==> config.mk <==
export PLATFORM = sky130hd
export DESIGN_NAME = excl_monitor
export DESIGN_NICKNAME = d
export VERILOG_FILES = /design/src/rtl/excl_mon_pkg.sv /design/src/rtl/excl_local_mon.sv /design/src/rtl/excl_global_mon.sv /design/src/rtl/excl_sx_arbiter.sv /design/src/rtl/excl_monitor.sv
export SDC_FILE = /design/constraint.sdc
export NUM_CORES = 1
export LEC_CHECK = 0
export ABC_AREA = 1
export BUFFER_PORTS_ARGS = -buffer_cell sky130_fd_sc_hd__buf_2
export CORE_ASPECT_RATIO = 1.4
export CORE_MARGIN = 2
export CORE_UTILIZATION = 40
export CTS_BUF_LIST = sky130_fd_sc_hd__clkbuf_16
export DETAILED_ROUTE_END_ITERATION = 16
export SLEW_MARGIN = 20
export SYNTH_ARGS = -nofsm -noshare
export SYNTH_HDL_FRONTEND = slang
export SYNTH_SLANG_ARGS = --single-unit
==> constraint.sdc <==
create_clock -name clk -period 2 [get_ports clk]
set_input_delay 0.4 -clock clk [delete_from_list [all_inputs] [get_ports clk]]
set_output_delay 0.4 -clock clk [all_outputs]
set_load 0.005 [all_outputs]
==> src/rtl/excl_mon_pkg.sv <==
package excl_mon_pkg;
   typedef enum logic [1:0] {
      ACC_LOAD   = 2'b00,
      ACC_STORE  = 2'b01,
      ACC_LDX    = 2'b10,
      ACC_STX    = 2'b11
   } acc_kind_t;
endpackage

==> src/rtl/excl_local_mon.sv <==
module excl_local_mon #(
   parameter int WA_W = 30
) (
   input  logic            clk,
   input  logic            rst_n,
   input  logic            ldx_i,
   input  logic            stx_i,
   input  logic            clr_i,
   input  logic [WA_W-1:0] waddr_i,
   output logic            hit_o
);
   logic            res_vld;
   logic [WA_W-1:0] res_addr;

   always_ff @(posedge clk) begin
      if (!rst_n) begin
         res_vld  <= 1'b0;
         res_addr <= '0;
      end else if (clr_i || stx_i) begin
         res_vld  <= 1'b0;
      end else if (ldx_i) begin
         res_vld  <= 1'b1;
         res_addr <= waddr_i;
      end
   end

   assign hit_o = res_vld && (res_addr == waddr_i);

   assert_stx_empties_R4: assert property (@(posedge clk) disable iff (!rst_n)
      stx_i |=> !res_vld);
   assert_ctx_clear_R7: assert property (@(posedge clk) disable iff (!rst_n)
      clr_i |=> !res_vld);
   assert_newest_wins_R5: assert property (@(posedge clk) disable iff (!rst_n)
      (ldx_i && !clr_i && !stx_i) |=> (res_vld && res_addr == $past(waddr_i)));
endmodule

==> src/rtl/excl_global_mon.sv <==
module excl_global_mon #(
   parameter int N    = 4,
   parameter int WA_W = 30
) (
   input  logic                    clk,
   input  logic                    rst_n,
   input  logic [N-1:0]            set_i,
   input  logic [N-1:0]            drop_i,
   input  logic [N-1:0]            wr_i,
   input  logic [N-1:0][WA_W-1:0]  waddr_i,
   output logic [N-1:0]            ghit_o
);
   logic [N-1:0]           gv;
   logic [N-1:0][WA_W-1:0] ga;
   logic [N-1:0]           kill;

   always_comb begin
      kill = '0;
      for (int c = 0; c < N; c++) begin
         for (int k = 0; k < N; k++) begin
            if (k != c && wr_i[k] && waddr_i[k] == ga[c]) kill[c] = 1'b1;
         end
      end
   end

   always_ff @(posedge clk) begin
      if (!rst_n) begin
         gv <= '0;
         ga <= '0;
      end else begin
         for (int c = 0; c < N; c++) begin
            if (set_i[c]) begin
               gv[c] <= 1'b1;
               ga[c] <= waddr_i[c];
            end else if (drop_i[c] || kill[c]) begin
               gv[c] <= 1'b0;
            end
         end
      end
   end

   for (genvar c = 0; c < N; c++) begin : g_entry
      assign ghit_o[c] = gv[c] && (ga[c] == waddr_i[c]);
      for (genvar k = 0; k < N; k++) begin : g_peer
         if (k != c) begin : g_chk
            // R10 is covered too: winning shared store-exclusives arrive on wr_i
            assert_remote_write_clears_R8: assert property (@(posedge clk) disable iff (!rst_n)
               (gv[c] && wr_i[k] && waddr_i[k] == ga[c] && !set_i[c]) |=> !gv[c]);
         end
      end
   end
endmodule

==> src/rtl/excl_sx_arbiter.sv <==
module excl_sx_arbiter #(
   parameter int N    = 4,
   parameter int WA_W = 30
) (
   input  logic                    clk,
   input  logic                    rst_n,
   input  logic [N-1:0]            stx_i,
   input  logic [N-1:0]            sh_i,
   input  logic [N-1:0]            clr_i,
   input  logic [N-1:0]            lhit_i,
   input  logic [N-1:0]            ghit_i,
   input  logic [N-1:0]            st_sh_i,
   input  logic [N-1:0][WA_W-1:0]  waddr_i,
   output logic [N-1:0]            win_o
);
   logic [N-1:0] raced;
   logic [N-1:0] cand;
   logic [N-1:0] beaten;

   always_comb begin
      raced = '0;
      for (int c = 0; c < N; c++) begin
         for (int k = 0; k < N; k++) begin
            if (k != c && sh_i[c] && st_sh_i[k] && waddr_i[k] == waddr_i[c]) raced[c] = 1'b1;
         end
      end
      for (int c = 0; c < N; c++) begin
         cand[c] = stx_i[c] && !clr_i[c] && lhit_i[c] &&
                   (!sh_i[c] || (ghit_i[c] && !raced[c]));
      end
      beaten = '0;
      for (int c = 0; c < N; c++) begin
         for (int k = 0; k < c; k++) begin
            if (cand[k] && sh_i[k] && sh_i[c] && waddr_i[k] == waddr_i[c]) beaten[c] = 1'b1;
         end
      end
      win_o = cand & ~beaten;
   end

   for (genvar c = 0; c < N; c++) begin : g_core
      assert_pass_needs_local_R3: assert property (@(posedge clk) disable iff (!rst_n)
         win_o[c] |-> (lhit_i[c] && stx_i[c]));
      for (genvar k = 0; k < c; k++) begin : g_lower
         assert_single_winner_R11: assert property (@(posedge clk) disable iff (!rst_n)
            !(win_o[c] && win_o[k] && sh_i[c] && sh_i[k] && waddr_i[c] == waddr_i[k]));
      end
   end
endmodule

==> src/rtl/excl_monitor.sv <==
module excl_monitor
   import excl_mon_pkg::*;
#(
   parameter int N_CORES    = 4,
   parameter int ADDR_W     = 32,
   parameter int WORD_BYTES = 4
) (
   input  logic                        clk,
   input  logic                        rst_n,
   input  logic [N_CORES-1:0]          acc_valid_i,
   input  logic [2*N_CORES-1:0]        acc_kind_i,
   input  logic [ADDR_W*N_CORES-1:0]   acc_addr_i,
   input  logic [N_CORES-1:0]          acc_shared_i,
   input  logic [N_CORES-1:0]          ctx_clear_i,
   output logic [N_CORES-1:0]          sx_done_o,
   output logic [N_CORES-1:0]          sx_fail_o
);
   localparam int GRAN_LSB = $clog2(WORD_BYTES);
   localparam int WA_W     = ADDR_W - GRAN_LSB;

   if (N_CORES < 1 || N_CORES > 16) begin : g_bad_cores
      $error("excl_monitor: N_CORES must be 1..16");
   end
   if ((1 << GRAN_LSB) != WORD_BYTES || WA_W < 1) begin : g_bad_word
      $error("excl_monitor: WORD_BYTES must be a power of two below the address span");
   end

   logic [N_CORES-1:0]            is_ldx, is_stx, is_st;
   logic [N_CORES-1:0][WA_W-1:0]  waddr;
   logic [N_CORES-1:0]            lhit, ghit, win;
   logic [N_CORES-1:0]            st_sh, wr_sh, g_set, g_drop;
   logic [N_CORES-1:0]            done_q, fail_q;
   logic                          unused_addr_bits;

   assign unused_addr_bits = ^acc_addr_i;

   for (genvar c = 0; c < N_CORES; c++) begin : g_core
      acc_kind_t kind;
      assign kind     = acc_kind_t'(acc_kind_i[2*c +: 2]);
      assign is_ldx[c] = acc_valid_i[c] && kind == ACC_LDX;
      assign is_stx[c] = acc_valid_i[c] && kind == ACC_STX;
      assign is_st[c]  = acc_valid_i[c] && kind == ACC_STORE;
      assign waddr[c]  = acc_addr_i[c*ADDR_W + GRAN_LSB +: WA_W];

      excl_local_mon #(.WA_W(WA_W)) u_local (
         .clk     (clk),
         .rst_n   (rst_n),
         .ldx_i   (is_ldx[c]),
         .stx_i   (is_stx[c]),
         .clr_i   (ctx_clear_i[c]),
         .waddr_i (waddr[c]),
         .hit_o   (lhit[c])
      );
   end

   assign st_sh  = is_st & acc_shared_i;
   assign wr_sh  = st_sh | (win & acc_shared_i);
   assign g_set  = is_ldx & acc_shared_i;
   assign g_drop = is_stx | (is_ldx & ~acc_shared_i);

   excl_global_mon #(.N(N_CORES), .WA_W(WA_W)) u_global (
      .clk     (clk),
      .rst_n   (rst_n),
      .set_i   (g_set),
      .drop_i  (g_drop),
      .wr_i    (wr_sh),
      .waddr_i (waddr),
      .ghit_o  (ghit)
   );

   excl_sx_arbiter #(.N(N_CORES), .WA_W(WA_W)) u_arb (
      .clk     (clk),
      .rst_n   (rst_n),
      .stx_i   (is_stx),
      .sh_i    (acc_shared_i),
      .clr_i   (ctx_clear_i),
      .lhit_i  (lhit),
      .ghit_i  (ghit),
      .st_sh_i (st_sh),
      .waddr_i (waddr),
      .win_o   (win)
   );

   always_ff @(posedge clk) begin
      if (!rst_n) begin
         done_q <= '0;
         fail_q <= '0;
      end else begin
         done_q <= is_stx;
         fail_q <= is_stx & ~win;
      end
   end

   assign sx_done_o = done_q;
   assign sx_fail_o = fail_q;

   for (genvar c = 0; c < N_CORES; c++) begin : g_chk
      assert_verdict_next_cycle_R2: assert property (@(posedge clk) disable iff (!rst_n)
         is_stx[c] |=> sx_done_o[c]);
      assert_no_spurious_done_R2: assert property (@(posedge clk) disable iff (!rst_n)
         !is_stx[c] |=> !sx_done_o[c]);
      for (genvar k = 0; k < N_CORES; k++) begin : g_peer
         if (k != c) begin : g_race
            assert_store_race_fails_R12: assert property (@(posedge clk) disable iff (!rst_n)
               (is_stx[c] && acc_shared_i[c] && is_st[k] && acc_shared_i[k] &&
                waddr[k] == waddr[c]) |=> sx_fail_o[c]);
         end
      end
   end
endmodule

### Yosys cells after proc, flatten, opt, wreduce, memory -nomap -nowiden

Cells that the tools add are included.

| storage, ports and cells | value |
|---|---|
| output and inout port bits | 8 |
| bits in registers | 256 |
| input bits | 150 |
| logic and storage cells | 239 |

| cells by class | value |
|---|---|
| reduce and logical (&&, ||, !) cells | 123 |
| mux-type cells | 38 |
| equality and inequality tests | 44 |
| bitwise operators | 16 |

Operators with widths:

| kind | number |
|---|---|
| equality test 30 bit | 32 |
| logical AND 1 bit | 87 |
| 2-to-1 mux 1 bit | 38 |
| bitwise AND 4 bit | 6 |
| equality test 2 bit, second input constant | 8 |
| zero test 1 bit | 12 |
| logical OR 1 bit | 12 |
| inverter 4 bit | 3 |
| equality test 2 x 1 -> 1 bit, second input constant | 4 |
| bitwise OR 4 bit | 2 |
| AND reduction 2 bit | 4 |
| nonzero test 2 bit | 4 |
| OR reduction 2 bit | 4 |
| inverter 1 bit | 5 |

### Depth between registers and ports, before layout

| depth | value |
|---|---|
| word-level depth | 29 |
| mapped depth | 20 |
| depth with buffers taken out | 18 |

### By module

Synthesis repeated with hierarchy kept, for this count alone.

| unflattened totals | value |
|---|---|
| cells, all modules | 3,885 |
| area total of the unflattened synthesis | 21,157.8 µm² |

By module, submodules not included:

| module | area each (µm²) | times used | seq. area each (µm²) | cells an instance |
|---|---|---|---|---|
| excl_global_mon | 11,223.3 | 1 | 2,482.4 | 2,178 |
| excl_local_mon | 1,661.6 | 4 | 620.6 | 275 |
| excl_sx_arbiter | 2,856.5 | 1 | 0.0 | 539 |
| excl_monitor | 431.7 | 1 | 160.2 | 68 |

### Least setup slack after synthesis

Ideal clock, no wire load.

| path | value |
|---|---|
| path kind | input to register |
| start | input port acc_addr_i[115] |
| end | register u_global.gv[2] |
| setup slack | 59 ps |
| stages | 18 |
| buffers on the path | 1 |
| setup time | 132 ps |
| data arrival time | 1,809 ps |
| required time | 1,868 ps |
| path through | buf_4 clkinv_2 or2_2 nand2_1 nor2_1 nand4_1 nor2_1 nand2_1 nor2_1 nand3_1 nor2_1 nand2_1 nor2_2 nand3_2 nand2_2 nand3_1 nand2_1 a21oi_2 |

| on the way | value |
|---|---|
| cells in the longest elaborated chain, start to end | 21 |
| elaborated cells between the ends (all ways) | 67 |
| those cells by class | eq/ne (9); mux (13); bitwise (4); reduce/logical (41) |

Ends and longest elaborated chain:

| item | line | source |
|---|---|---|
| start: declaration | excl_monitor.sv:12 | `input logic [ADDR_W*N_CORES-1:0] acc_addr_i,` |
| equality test 30 bit | excl_sx_arbiter.sv:24, excl_sx_arbiter.sv:34 |  |
| logical AND 1 bit | excl_sx_arbiter.sv:24 | `if (k != c && sh_i[c] && st_sh_i[k] && waddr_i[k] == waddr_i[c]) raced[c] = 1'b1;` |
| 2-to-1 mux 1 bit | excl_sx_arbiter.sv:24 |  |
| zero test 1 bit | excl_sx_arbiter.sv:29 | `(!sh_i[c] \|\| (ghit_i[c] && !raced[c]));` |
| logical AND 1 bit | excl_sx_arbiter.sv:29 |  |
| logical OR 1 bit | excl_sx_arbiter.sv:29 |  |
| logical AND 1 bit | excl_sx_arbiter.sv:28 | `cand[c] = stx_i[c] && !clr_i[c] && lhit_i[c] &&` |
| logical AND 1 bit (3 in series) | excl_sx_arbiter.sv:34 | `if (cand[k] && sh_i[k] && sh_i[c] && waddr_i[k] == waddr_i[c]) beaten[c] = 1'b1;` |
| 2-to-1 mux 1 bit (3 in series) | excl_sx_arbiter.sv:34 |  |
| inverter 4 bit | excl_sx_arbiter.sv:37 | `win_o = cand & ~beaten;` |
| bitwise AND 4 bit | excl_sx_arbiter.sv:37 |  |
| bitwise AND 4 bit | excl_monitor.sv:57 | `assign wr_sh = st_sh \| (win & acc_shared_i);` |
| bitwise OR 4 bit | excl_monitor.sv:57 |  |
| logical AND 1 bit | excl_global_mon.sv:21 | `if (k != c && wr_i[k] && waddr_i[k] == ga[c]) kill[c] = 1'b1;` |
| 2-to-1 mux 1 bit * | excl_global_mon.sv:21 |  |
| logical OR 1 bit * | excl_global_mon.sv:35 | `end else if (drop_i[c] \|\| kill[c]) begin` |
| nonzero test 2 bit (no line) * | - |  |
| end signal: assignment | excl_global_mon.sv:28 | `gv <= '0;` |
| end signal: indexed assignment | excl_global_mon.sv:33 | `gv[c] <= 1'b1;` |
| end signal: indexed assignment | excl_global_mon.sv:36 | `gv[c] <= 1'b0;` |
| end: declaration | excl_global_mon.sv:13 | `logic [N-1:0] gv;` |

Every way passes the cells marked *; elsewhere a longest branch is shown, timed or not.
A chain may end at the register's enable or synchronous reset.

### Worst setup path in the final report

| path | value |
|---|---|
| start | register u_global.ga[38] in the netlist's numbering |
| end | register u_global.gv[1] |

| on the way | value |
|---|---|
| cells in the longest elaborated chain, start to end | 18 |
| elaborated cells between the ends (all ways) | 28 |
| those cells by class | eq/ne (4); mux (6); bitwise (4); reduce/logical (14) |

Ends and longest elaborated chain:

| item | line | source |
|---|---|---|
| start: declaration | excl_global_mon.sv:14 | `logic [N-1:0][WA_W-1:0] ga;` |
| start signal: indexed assignment | excl_global_mon.sv:34 | `ga[c] <= waddr_i[c];` |
| equality test 30 bit | excl_global_mon.sv:43 | `assign ghit_o[c] = gv[c] && (ga[c] == waddr_i[c]);` |
| logical AND 1 bit | excl_global_mon.sv:43 |  |
| logical AND 1 bit | excl_sx_arbiter.sv:29 |  |
| logical OR 1 bit | excl_sx_arbiter.sv:29 |  |
| logical AND 1 bit | excl_sx_arbiter.sv:28 |  |
| logical AND 1 bit (3 in series) | excl_sx_arbiter.sv:34 |  |
| 2-to-1 mux 1 bit | excl_sx_arbiter.sv:34 |  |
| inverter 4 bit or 2-to-1 mux 1 bit (tied branches) | excl_sx_arbiter.sv:37, excl_sx_arbiter.sv:34 |  |
| bitwise AND 4 bit or inverter 4 bit (tied branches) | excl_sx_arbiter.sv:37 |  |
| bitwise AND 4 bit, on equally long branches | excl_monitor.sv:57, excl_sx_arbiter.sv:37 |  |
| bitwise OR 4 bit or bitwise AND 4 bit (tied branches) | excl_monitor.sv:57 |  |
| logical AND 1 bit or bitwise OR 4 bit (tied branches) | excl_global_mon.sv:21, excl_monitor.sv:57 |  |
| 2-to-1 mux 1 bit or logical AND 1 bit (tied branches) | excl_global_mon.sv:21 |  |
| 2-to-1 mux 1 bit * | excl_global_mon.sv:21 |  |
| logical OR 1 bit * | excl_global_mon.sv:35 |  |
| nonzero test 2 bit (no line) * | - |  |

Marks and branches as above.

==> flow_summary.yaml <==
logic_synthesis:
  cells_after_synthesis: 3210
  yosys.cell_count.top_type: "nand2_1"
  async_reset_ff_share_pct: 0
  sequential_to_total_area_share_from_yosys_stat_pct: 25.05
  synth.cell_area_sq_um: 20460
  synth.cells.most_frequent: "nand2_1 (703), nor2_1 (289), a21oi_1 (274)"
  yosysUniqueCellTypes: 47
  postSynthRegisterBits: 256
  cell_types_occupying_the_most_area_after_synthesis: "dfxtp_1 (25%), nand2_1 (13%), xor2_1 (8.8%), a21oi_1 (6.7%), o21ai_0 (6.4%)"
  number_of_enable_type_register_cells_in_the_synthesized_netlist: 0
  ys_warns: 0
  synthesis.nets: 3360
  yosys.area.top_type_share_pct: 25.05
  synth_largest_area_cell: "dfxtp_1"
  syn-mean-instance-area_sq_um: 6.373
  dominantRegCellSynth: "dfxtp_1"
clocking:
  cts.reportedPaths.clkPinSlew_ns: 0.07
  cts.hold.buffers_added: 0
  cts_made_buffers: 30
  worstSkewPairLatency_ns: 0.64
  maximum_level_of_the_cts_h_tree: 1
  clock-root-buffer: "clkbuf_16"
  clockBufferDepth: 3
  tritoncts: "done"
  cts_num_sinks: 256
route:
  num_vias: 27750
  remaining_drc_errors: 0
  route.antenna.remaining_nets: 0
  post_drt_wl_per_cell_um: 29.53
  detailedRoute.firstIterationViolations: 3368
  drt-total-wl_mm: 139.9
  route.detailed.vias_per_inst: 5.858
  first_pass_iters: 6
timing:
  fmax_ghz: 0.3983
  final_setup_fails: 7
  tightest_hold_margin_ns: 0.05498
  timing.final.max_slew_violations: 0
  fin_skew_ns: 0.04799
  finalWorstPathRequiredPeriod_ns: 2.511
  timing_hold_violations_final: 0
  grt_setup_unrepaired: "yes"
  post-route-worst-setup-slack_ns: -0.5107
  maxSlewHeadroom_pct: 44.80
  final_min_period_over_clock_period_pct: 125.5
  timing_worst_slew_pin_value_ns: 0.8252
critical_path:
  timing.critical_path.fanout_max: 3
  crit_path_start_kind: "register"
  timing.setup.critical_path_class: "reg2reg"
  critPathArrivalTime_ns: 3.05
  critPathRequiredTime_ns: 2.54
  setup.worst_path.end_class: "register"
global_routing:
  antenna_violations_before_repair: 4
  gr-total-overflow: 0
  grtUsageTotal_pct: 51.80
  grt_max_degree: 69
  grt_pass1_vias: 26340
  grt_pass1_wl_mm: 193.3
placed_design:
  detailedPlacementHpwl_mm: 114.0
  place.port_buffers: 149
  gpl.final_weighted_congestion: 1.113
floorplanning:
  placeableCoreArea_sq_um: 50760
  fp-row-count: 98
  die-area_sq_um: 53000
  initial_core_util_pct: 40.30
  die-height_um: 271.6
  ioPinCount: 158
  die-width_um: 195.1
cells_and_area:
  layout.filler_cells: 5110
  drive_gt1_share_pct: 31.59
  fin_nets: 4211
  regArea_sq_um: 5150
  area_used_by_multi_input_combinational_logic_sq_um: 13040
  area.growth.synth_to_final_pct: 43.67
status:
  outcome: "complete, but fails checks"
  violated_checks: "negative setup slack"
power:
  vdd.ir_drop.worst_v: 0.0006587
  p_leak_nw: 13.63
  cellPowerDensity_nw_per_um2: 564.8
  p_total_mw: 16.60
hold_path:
  min-delay-path-class: "in2reg"
job:
  drv.max_cap_violation_count: 0
## area by class of cell
class                           instances  area share, %
Clock inverter                         24         0.7790
Multi-Input combinational cell       2402          44.36
Inverter                              313          4.086
Antenna cell                            2        0.01703
Clock buffer                           31          2.639
Timing Repair Buffer                 1058          27.83
Sequential cell                       256          17.52
Tap cell                              650          2.767
## layer usage
| metal | vias up | wire length [um] | GRT usage (%) |
|---|---|---|---|
| li1 | 12280 | - | - |
| met1 | 12750 | 46900 | 56.93 |
| met2 | 1997 | 59930 | 80.80 |
| met3 | 712 | 13270 | 9.206 |
| met4 | 0 | 19770 | 56.77 |
| met5 | - | 0 | 0 |
## final timing paths
kind	startpoint	slack [ns]	cells past startpoint	to
setup / recovery	u_global.ga[38]	-0.51	13	u_global.gv[1]
hold / removal	ctx_clear_i[3]	0.05	3	g_core[3].u_local.res_vld
setup reg to reg	u_global.ga[38]	-0.51	13	u_global.gv[1]
hold reg to reg	g_core[0].u_local.res_addr[5]	0.47	2	g_core[0].u_local.res_addr[5]
## state kept, by name, summed over array words and instances, names as in the netlist
register and flops:
g_core.u_local.res_addr 120, g_core.u_local.res_vld 4, sx_done_o 4, sx_fail_o 4
u_global.ga 120, u_global.gv 4
## per-stage QoR
step           util [%]  setup TNS, ns  cell area (sq um)  setup slack (ns)  std cells
6_report          57.90         -2.557              29390           -0.5107       4736
2_1_floorplan         -              0              20460           0.05904       3210
3_3_place_gp      55.23         -7.336              28040            -1.117       4676
5_1_grt           57.90         -2.820              29390           -0.5453       4735
4_1_cts           57.66         -1.606              29270           -0.2936       4733
3_5_place_dp      55.23         -7.253              28040            -1.108       4676
## cells in the final DEF (no fill, tap or decap), types with 13 or more instances in the layout
master / n
a21oi_1: 273
a221oi_1: 55
buf_12: 47
buf_2: 148
buf_4: 858
clkbuf_16: 31
dfxtp_1: 242
inv_1: 241
inv_2: 60
nand2_1: 689
nand2_2: 18
nand3_1: 110
nand4_1: 110
nor2_1: 280
nor2_2: 13
nor3_1: 45
nor4_1: 47
o21ai_0: 259
o21ai_1: 21
o22ai_1: 57
or2_2: 18
xnor2_1: 133
xor2_1: 204
## what timing repair did
item	4_1_cts	5_1_grt
buffers inserted	2	4
resized for setup	50	35
setup endpoints to repair	8	8
pin swaps	17	38
## logic make-up after synthesis
group,Yosys count,synth area share [%]
compound gates,683,18.32
xor+xnor,346,14.81
buf+inv,552,12.68
flops,256,25.05
simple gates,1373,29.13
## worst max-delay path: stages (launching register included)
cell and delay, ns:
dfxtp_4 0.36, xnor2_4 0.42, nand3_2 0.12, nor2_2 0.14
nand2_1 0.07, nor2_2 0.17, nand2_1 0.09, nor2_2 0.17
nand4_1 0.29, nand4_1 0.22, nand2_2 0.10, nand2_2 0.07
nand3_2 0.06, a21oi_2 0.13
## power by group
| part | internal, mW | leakage (nW) | switching (mW) |
|---|---|---|---|
| clock network | 3.32 | 0.499 | 2.67 |
| registers | 5.27 | 2.09 | 0.158 |
| logic | 2.03 | 11.0 | 3.15 |
| total | 10.6 | 13.6 | 5.98 |
(Power assumes the default switching activity.)
